File: config.mk
export PLATFORM = sky130hd
export DESIGN_NAME = txdb_top
export DESIGN_NICKNAME = d
export VERILOG_FILES = /design/src/rtl/txdb_pkg.sv /design/src/rtl/txdb_shifter.sv /design/src/rtl/txdb_mode_ctl.sv /design/src/rtl/txdb_hold_buf.sv /design/src/rtl/txdb_top.sv
export SDC_FILE = /design/constraint.sdc
export NUM_CORES = 1
export LEC_CHECK = 0
export ABC_AREA = 0
export ABC_CLOCK_PERIOD_IN_PS = 4150
export BUFFER_PORTS_ARGS = -buffer_cell sky130_fd_sc_hd__buf_2
export CAP_MARGIN = 20
export CORE_ASPECT_RATIO = 0.7
export CORE_MARGIN = 4
export CORE_UTILIZATION = 55
export CTS_CLUSTER_DIAMETER = 120
export DETAILED_ROUTE_END_ITERATION = 12
export GPL_TIMING_DRIVEN = 0
export PLACE_DENSITY = 0.92
export SKIP_LAST_GASP = 1
export SLEW_MARGIN = 0
export SYNTH_ARGS = -nofsm -noshare
export SYNTH_HDL_FRONTEND = slang
export SYNTH_SLANG_ARGS = --single-unit
File: constraint.sdc
create_clock -name clk -period 4.15 [get_ports clk]
set_input_delay 0.2075 -clock clk [delete_from_list [all_inputs] [get_ports clk]]
set_output_delay 0.2075 -clock clk [all_outputs]
set_load 0.005 [all_outputs]
File: src/rtl/txdb_pkg.sv
package txdb_pkg;

  typedef struct packed {
    logic start;
    logic stop;
    logic init;
  } bus_evt_t;

  // Clearing events outrank setting events; write outranks start.
  function automatic logic flag_next(input logic cur, input logic wr_ok,
                                     input logic xfer, input bus_evt_t ev);
    if (ev.init || wr_ok || ev.stop) return 1'b0;
    if (xfer || ev.start)            return 1'b1;
    return cur;
  endfunction

endpackage

File: src/rtl/txdb_shifter.sv
module txdb_shifter #(
  parameter int DATA_W    = 8,
  parameter int ACK_SLOTS = 1
) (
  input  logic              clk,
  input  logic              rst,
  input  logic              abort,
  input  logic              load,
  input  logic [DATA_W-1:0] load_data,
  input  logic              shift_en,
  output logic              busy,
  output logic              last_shift,
  output logic              sdo
);
  localparam int TOTAL = DATA_W + ACK_SLOTS;
  localparam int CNT_W = $clog2(TOTAL + 1);
  localparam logic [CNT_W-1:0] LAST_SLOT = CNT_W'(TOTAL - 1);
  localparam logic [CNT_W-1:0] ACK_FROM  = CNT_W'(DATA_W);

  logic [DATA_W-1:0] sh_q;
  logic [CNT_W-1:0]  cnt_q;

  assign last_shift = busy && shift_en && (cnt_q == LAST_SLOT);
  assign sdo        = sh_q[DATA_W-1];

  always_ff @(posedge clk) begin
    if (rst || abort) begin
      sh_q  <= '1;
      busy  <= 1'b0;
      cnt_q <= '0;
    end else if (load && !busy) begin
      sh_q  <= load_data;
      busy  <= 1'b1;
      cnt_q <= '0;
    end else if (busy && shift_en) begin
      sh_q <= {sh_q[DATA_W-2:0], 1'b1};
      if (cnt_q == LAST_SLOT) begin
        busy  <= 1'b0;
        cnt_q <= '0;
      end else begin
        cnt_q <= cnt_q + 1'b1;
      end
    end
  end


  load_busy_chk: assert property (@(posedge clk) disable iff (rst)
    (load && !busy && !abort) |=> busy);

  ack_high_chk: assert property (@(posedge clk) disable iff (rst)
    (busy && cnt_q >= ACK_FROM) |-> sdo);

  idle_high_chk: assert property (@(posedge clk) disable iff (rst)
    !busy |-> sdo);

  abort_idle_chk: assert property (@(posedge clk) disable iff (rst)
    abort |=> (!busy && sdo));

endmodule

File: src/rtl/txdb_mode_ctl.sv
module txdb_mode_ctl (
  input  logic clk,
  input  logic rst,
  input  logic tx_mode_req,
  input  logic sh_busy,
  input  logic last_shift,
  output logic xmit_active
);
  always_ff @(posedge clk) begin
    if (rst)
      xmit_active <= 1'b0;
    else if (!sh_busy || last_shift)
      xmit_active <= tx_mode_req;
  end


  mode_hold_chk: assert property (@(posedge clk) disable iff (rst)
    (sh_busy && !last_shift) |=> $stable(xmit_active));

endmodule

File: src/rtl/txdb_hold_buf.sv
module txdb_hold_buf
  import txdb_pkg::*;
#(
  parameter int DATA_W = 8
) (
  input  logic              clk,
  input  logic              rst,
  input  logic              reg_en,
  input  logic              wr_stb,
  input  logic [DATA_W-1:0] wr_data,
  input  logic              rd_stb,
  input  logic              xmit,
  input  bus_evt_t          ev,
  input  logic              sh_busy,
  input  logic              tx_ie,
  output logic              load,
  output logic [DATA_W-1:0] load_data,
  output logic              flag,
  output logic              irq,
  output logic [DATA_W-1:0] rd_data
);
  logic [DATA_W-1:0] buf_q;
  logic              valid_q;
  logic              wr_ok;
  logic              flag_d;

  assign wr_ok     = wr_stb && reg_en && xmit;
  assign load      = valid_q && !sh_busy && !ev.init;
  assign load_data = buf_q;
  assign flag_d    = flag_next(flag, wr_ok, load, ev);

  always_ff @(posedge clk) begin
    if (rst) begin
      buf_q   <= '0;
      valid_q <= 1'b0;
      flag    <= 1'b0;
      irq     <= 1'b0;
      rd_data <= '0;
    end else begin
      if (wr_ok) buf_q <= wr_data;
      if (ev.init)    valid_q <= 1'b0;
      else if (wr_ok) valid_q <= 1'b1;
      else if (load)  valid_q <= 1'b0;
      flag <= flag_d;
      irq  <= flag_d && tx_ie;
      if (rd_stb) rd_data <= reg_en ? buf_q : '0;
    end
  end


  wr_clear_chk: assert property (@(posedge clk) disable iff (rst)
    wr_ok |=> !flag);

  xfer_set_chk: assert property (@(posedge clk) disable iff (rst)
    (load && !wr_ok && !ev.stop && !ev.init) |=> flag);

  start_set_chk: assert property (@(posedge clk) disable iff (rst)
    (ev.start && !wr_ok && !ev.stop && !ev.init) |=> flag);

  stop_clear_chk: assert property (@(posedge clk) disable iff (rst)
    ev.stop |=> !flag);

  init_clear_chk: assert property (@(posedge clk) disable iff (rst)
    ev.init |=> !flag);

  ignored_wr_chk: assert property (@(posedge clk) disable iff (rst)
    (wr_stb && !wr_ok && !load && !ev.start && !ev.stop && !ev.init) |=> $stable(flag));

  rd_zero_chk: assert property (@(posedge clk) disable iff (rst)
    (rd_stb && !reg_en) |=> (rd_data == '0));

  irq_flag_chk: assert property (@(posedge clk) disable iff (rst)
    irq |-> flag);

endmodule

File: src/rtl/txdb_top.sv
module txdb_top
  import txdb_pkg::*;
#(
  parameter int DATA_W    = 8,
  parameter int ACK_SLOTS = 1
) (
  input  logic              clk,
  input  logic              rst,
  input  logic              reg_en,
  input  logic              wr_stb,
  input  logic [DATA_W-1:0] wr_data,
  input  logic              rd_stb,
  output logic [DATA_W-1:0] rd_data,
  input  logic              tx_mode_req,
  input  logic              bus_start,
  input  logic              bus_stop,
  input  logic              int_init,
  input  logic              shift_en,
  input  logic              tx_ie,
  output logic              xmit_active,
  output logic              empty_flag,
  output logic              tx_irq,
  output logic              sdo
);
  bus_evt_t          ev;
  logic              load;
  logic [DATA_W-1:0] load_data;
  logic              sh_busy;
  logic              last_shift;

  assign ev = '{start: bus_start, stop: bus_stop, init: int_init};

  txdb_hold_buf #(.DATA_W(DATA_W)) u_buf (
    .clk(clk), .rst(rst), .reg_en(reg_en), .wr_stb(wr_stb), .wr_data(wr_data),
    .rd_stb(rd_stb), .xmit(xmit_active), .ev(ev), .sh_busy(sh_busy), .tx_ie(tx_ie),
    .load(load), .load_data(load_data), .flag(empty_flag), .irq(tx_irq),
    .rd_data(rd_data)
  );

  txdb_shifter #(.DATA_W(DATA_W), .ACK_SLOTS(ACK_SLOTS)) u_sh (
    .clk(clk), .rst(rst), .abort(int_init), .load(load), .load_data(load_data),
    .shift_en(shift_en), .busy(sh_busy), .last_shift(last_shift), .sdo(sdo)
  );

  txdb_mode_ctl u_mode (
    .clk(clk), .rst(rst), .tx_mode_req(tx_mode_req), .sh_busy(sh_busy),
    .last_shift(last_shift), .xmit_active(xmit_active)
  );

endmodule

==> results.json <==
{
  "synthTopCellsByArea": "dfxtp_1 49%, a21oi_1 7.5%, a221o_1 5.2%",
  "ant_nets": 0,
  "instances_no_fill": 214,
  "leakagePower_nw": 0.618,
  "critical_path_class": "flip-flop to flip-flop",
  "core_area_mm2": 0.00222,
  "path_clk_slew_ps": 100,
  "vias": 1171,
  "dp_cells": 206,
  "crit_slowest_cell": "or3b_2",
  "row_count": 14,
  "first_iter_violations": 80,
  "grt_use_total_pct": 20.3,
  "antenna_found_initial": 0,
  "crit_path_cell_trace": "inv_1 > ha_1 > nand2_1 > or3b_2 > a21oi_1",
  "insertion_delay_ps": 340,
  "status": "complete, no violations",
  "synthArstFlopShare_pct": 0,
  "grt_pass1_vias": 1115,
  "fillers": 178,
  "ys_ff_latch": 33,
  "grt_max_degree": 11,
  "synth_top_area_share_pct": 49.3,
  "cts_tree": "built",
  "grt.overflow.total": 0,
  "rsz0062_at_grt": "false",
  "timing.final.crit_share_pct": 37.4,
  "endpoint_kind": "flip-flop",
  "synth.distinct_cells": 31,
  "dpl.hpwl_um": 2260,
  "fmax_ghz": 0.644,
  "wl_per_cell_um": 13.9,
  "cts_buffers": 5,
  "synth_edf_count": 0,
  "first_pass_iters": 4,
  "path_delay_family": "simple AND/OR/NAND/NOR gates",
  "wl_um": 2980,
  "relSlewSlack_pct": 57.7,
  "nets": 202,
  "clk_path_buf_depth": 2,
  "r2r_cells": 5,
  "gp_congestion": 0.722,
  "tns_ps": 0,
  "vias_per_cell": 5.47,
  "postSynthNetCount": 166,
  "cap_violations": 0,
  "cp.arrival_ps": 1820,
  "multi_input_area_um2": 618,
  "yosysTopAreaCell": "dfxtp_1",
  "cts.sinks": 33,
  "cts_hold_buf": 0,
  "cp.required_ps": 4420,
  "ys.flop_type": "dfxtp_1",
  "hold_violations": 0,
  "cp_num_buf_inv": 1,
  "yosys_warnings": 0,
  "cp_num_cells": 5,
  "grt_pass1_wl_um": 5000,
  "skew_ps": 11.9,
  "synth.most_common_cell": "dfxtp_1",
  "cp-endpoint": "u_sh.cnt_q[2]$_SDFFE_PP0N_",
  "cts_resized": 0,
  "syn_inst": 145,
  "ys_seq_area_share_pct": 49.3,
  "power.density_mw_per_mm2": 333,
  "finalSetupViolCount": 0,
  "synth_common_cells": "33 x dfxtp_1, 20 x a21oi_1, 18 x nand2_1",
  "area_growth_syn_to_layout_pct": 17.6,
  "start_kind": "flip-flop",
  "drc": 0,
  "path_max_fanout": 5,
  "diodes": 0,
  "slew_viol_final": 0,
  "reg2reg_to": "u_sh.cnt_q[2]$_SDFFE_PP0N_",
  "peakVddDrop_v": 0.000275,
  "layout_min_cycle_time_ps": 1550,
  "cts_setup_buffers": 0,
  "whs_ps": 76.1,
  "drive_above_1_share_pct": 25.8,
  "whs_path_depth": 2,
  "rr_startpoint": "u_sh.cnt_q[0]$_SDFFE_PP0N_",
  "seq_area_um2": 661,
  "rrSetupSlack_ps": 2600,
  "syn_area_per_cell_um2": 9.24,
  "critical_path.startpoint": "u_sh.cnt_q[0]$_SDFFE_PP0N_",
  "fp.dieH_um": 49.3,
  "start_util_pct": 60.2,
  "placement.io_buffers": 29,
  "h-tree-depth": 2,
  "die-area_mm2": 0.00330,
  "cts_root_buf": "clkbuf_4",
  "die_x_um": 67.0,
  "hold_class": "primary input to flip-flop",
  "top_level_ports": 31,
  "min-delay-start": "tx_ie",
  "synthesis.area_mm2": 0.00134,
  "tightest_slew_ps": 628,
  "cpPeakStageDelay_ps": 460
}
==> layer usage <==
layer  up-vias  part of all wire, %  global-route usage (%)
met5         -                    0                       0
met4         0                 0.97                    5.72
met3         2                  8.2                    8.99
met2        42                   46                    31.4
met1       539                   45                    25.5
li1        588                    -                       -
==> power by group <==
group          switching [mW]  internal, mW
Sequential            0.00250         0.320
Clock                   0.106        0.0644
Combinational          0.0173        0.0152
Total                   0.126         0.400
==> layout by cell type, fill, tap and decap left out, types with 2 or more instances in the layout <==
| cell | netlist | routed |
|---|---|---|
| and3_1 | 2 | 2 |
| buf_2 | 4 | 33 |
| nand3_1 | 11 | 11 |
| clkbuf_4 | 0 | 5 |
| inv_1 | 4 | 4 |
| ha_1 | 2 | 2 |
| a21oi_1 | 20 | 20 |
| nand2b_1 | 9 | 9 |
| a21o_1 | 7 | 7 |
| nor2_1 | 4 | 4 |
| clkinv_2 | 0 | 2 |
| nand2_1 | 18 | 18 |
| a221o_1 | 7 | 7 |
| o21ai_0 | 4 | 4 |
| nor3_1 | 2 | 2 |
| clkbuf_1 | 2 | 3 |
| dfxtp_1 | 33 | 33 |
==> flip-flops by register name (all words and copies together) (netlist names) <==
register            cells
u_buf.load_data         8
u_mode.xmit_active      1
u_buf.valid_q           1
u_buf.flag              1
u_buf.irq               1
u_sh.busy               1
u_sh.sh_q               8
u_sh.cnt_q              4
u_buf.rd_data           8
==> cell type report <==
type / count / share of cell area (%)
buffer: 8 / 2.94
clock buffer: 6 / 2.62
clock inverter: 2 / 0.635
inverter: 4 / 0.952
multi-input combinational: 100 / 39.2
sequential: 33 / 41.9
tap: 32 / 2.54
timing repair buffer: 29 / 9.21
==> cell families after synthesis <==
family	Yosys count	synth area share, %
compound gates	44	23.1
fa+ha+maj	2	1.87
buf+inv	12	4.57
flops	33	49.3
mux	1	0.747
simple gates	53	20.4
==> worst min-delay path by stage <==
stage	endpoint	slack, ps
finish	u_buf.irq$_SDFF_PP0_	80
global route	u_buf.load_data[4]$_SDFFE_PP0P_	70
CTS	u_buf.irq$_SDFF_PP0_	70
detailed placement	u_buf.irq$_SDFF_PP0_	430
global placement	u_buf.irq$_SDFF_PP0_	410
floorplan	u_sh.sh_q[0]$_SDFFE_PP1P_	320
==> through the flow <==
stage / total power, mW / worst slack [ps] / util (%) / instance area (µm²)
2_1_floorplan: 0.347 / 2820 / - / 1340
3_3_place_gp: 0.360 / 2760 / 68.6 / 1530
3_5_place_dp: 0.362 / 2620 / 68.6 / 1530
4_1_cts: 0.529 / 2610 / 70.9 / 1580
5_1_grt: 0.551 / 2510 / 70.9 / 1580
6_report: 0.525 / 2600 / 70.9 / 1580
No activity file was read; power rests on OpenSTA's default activity.
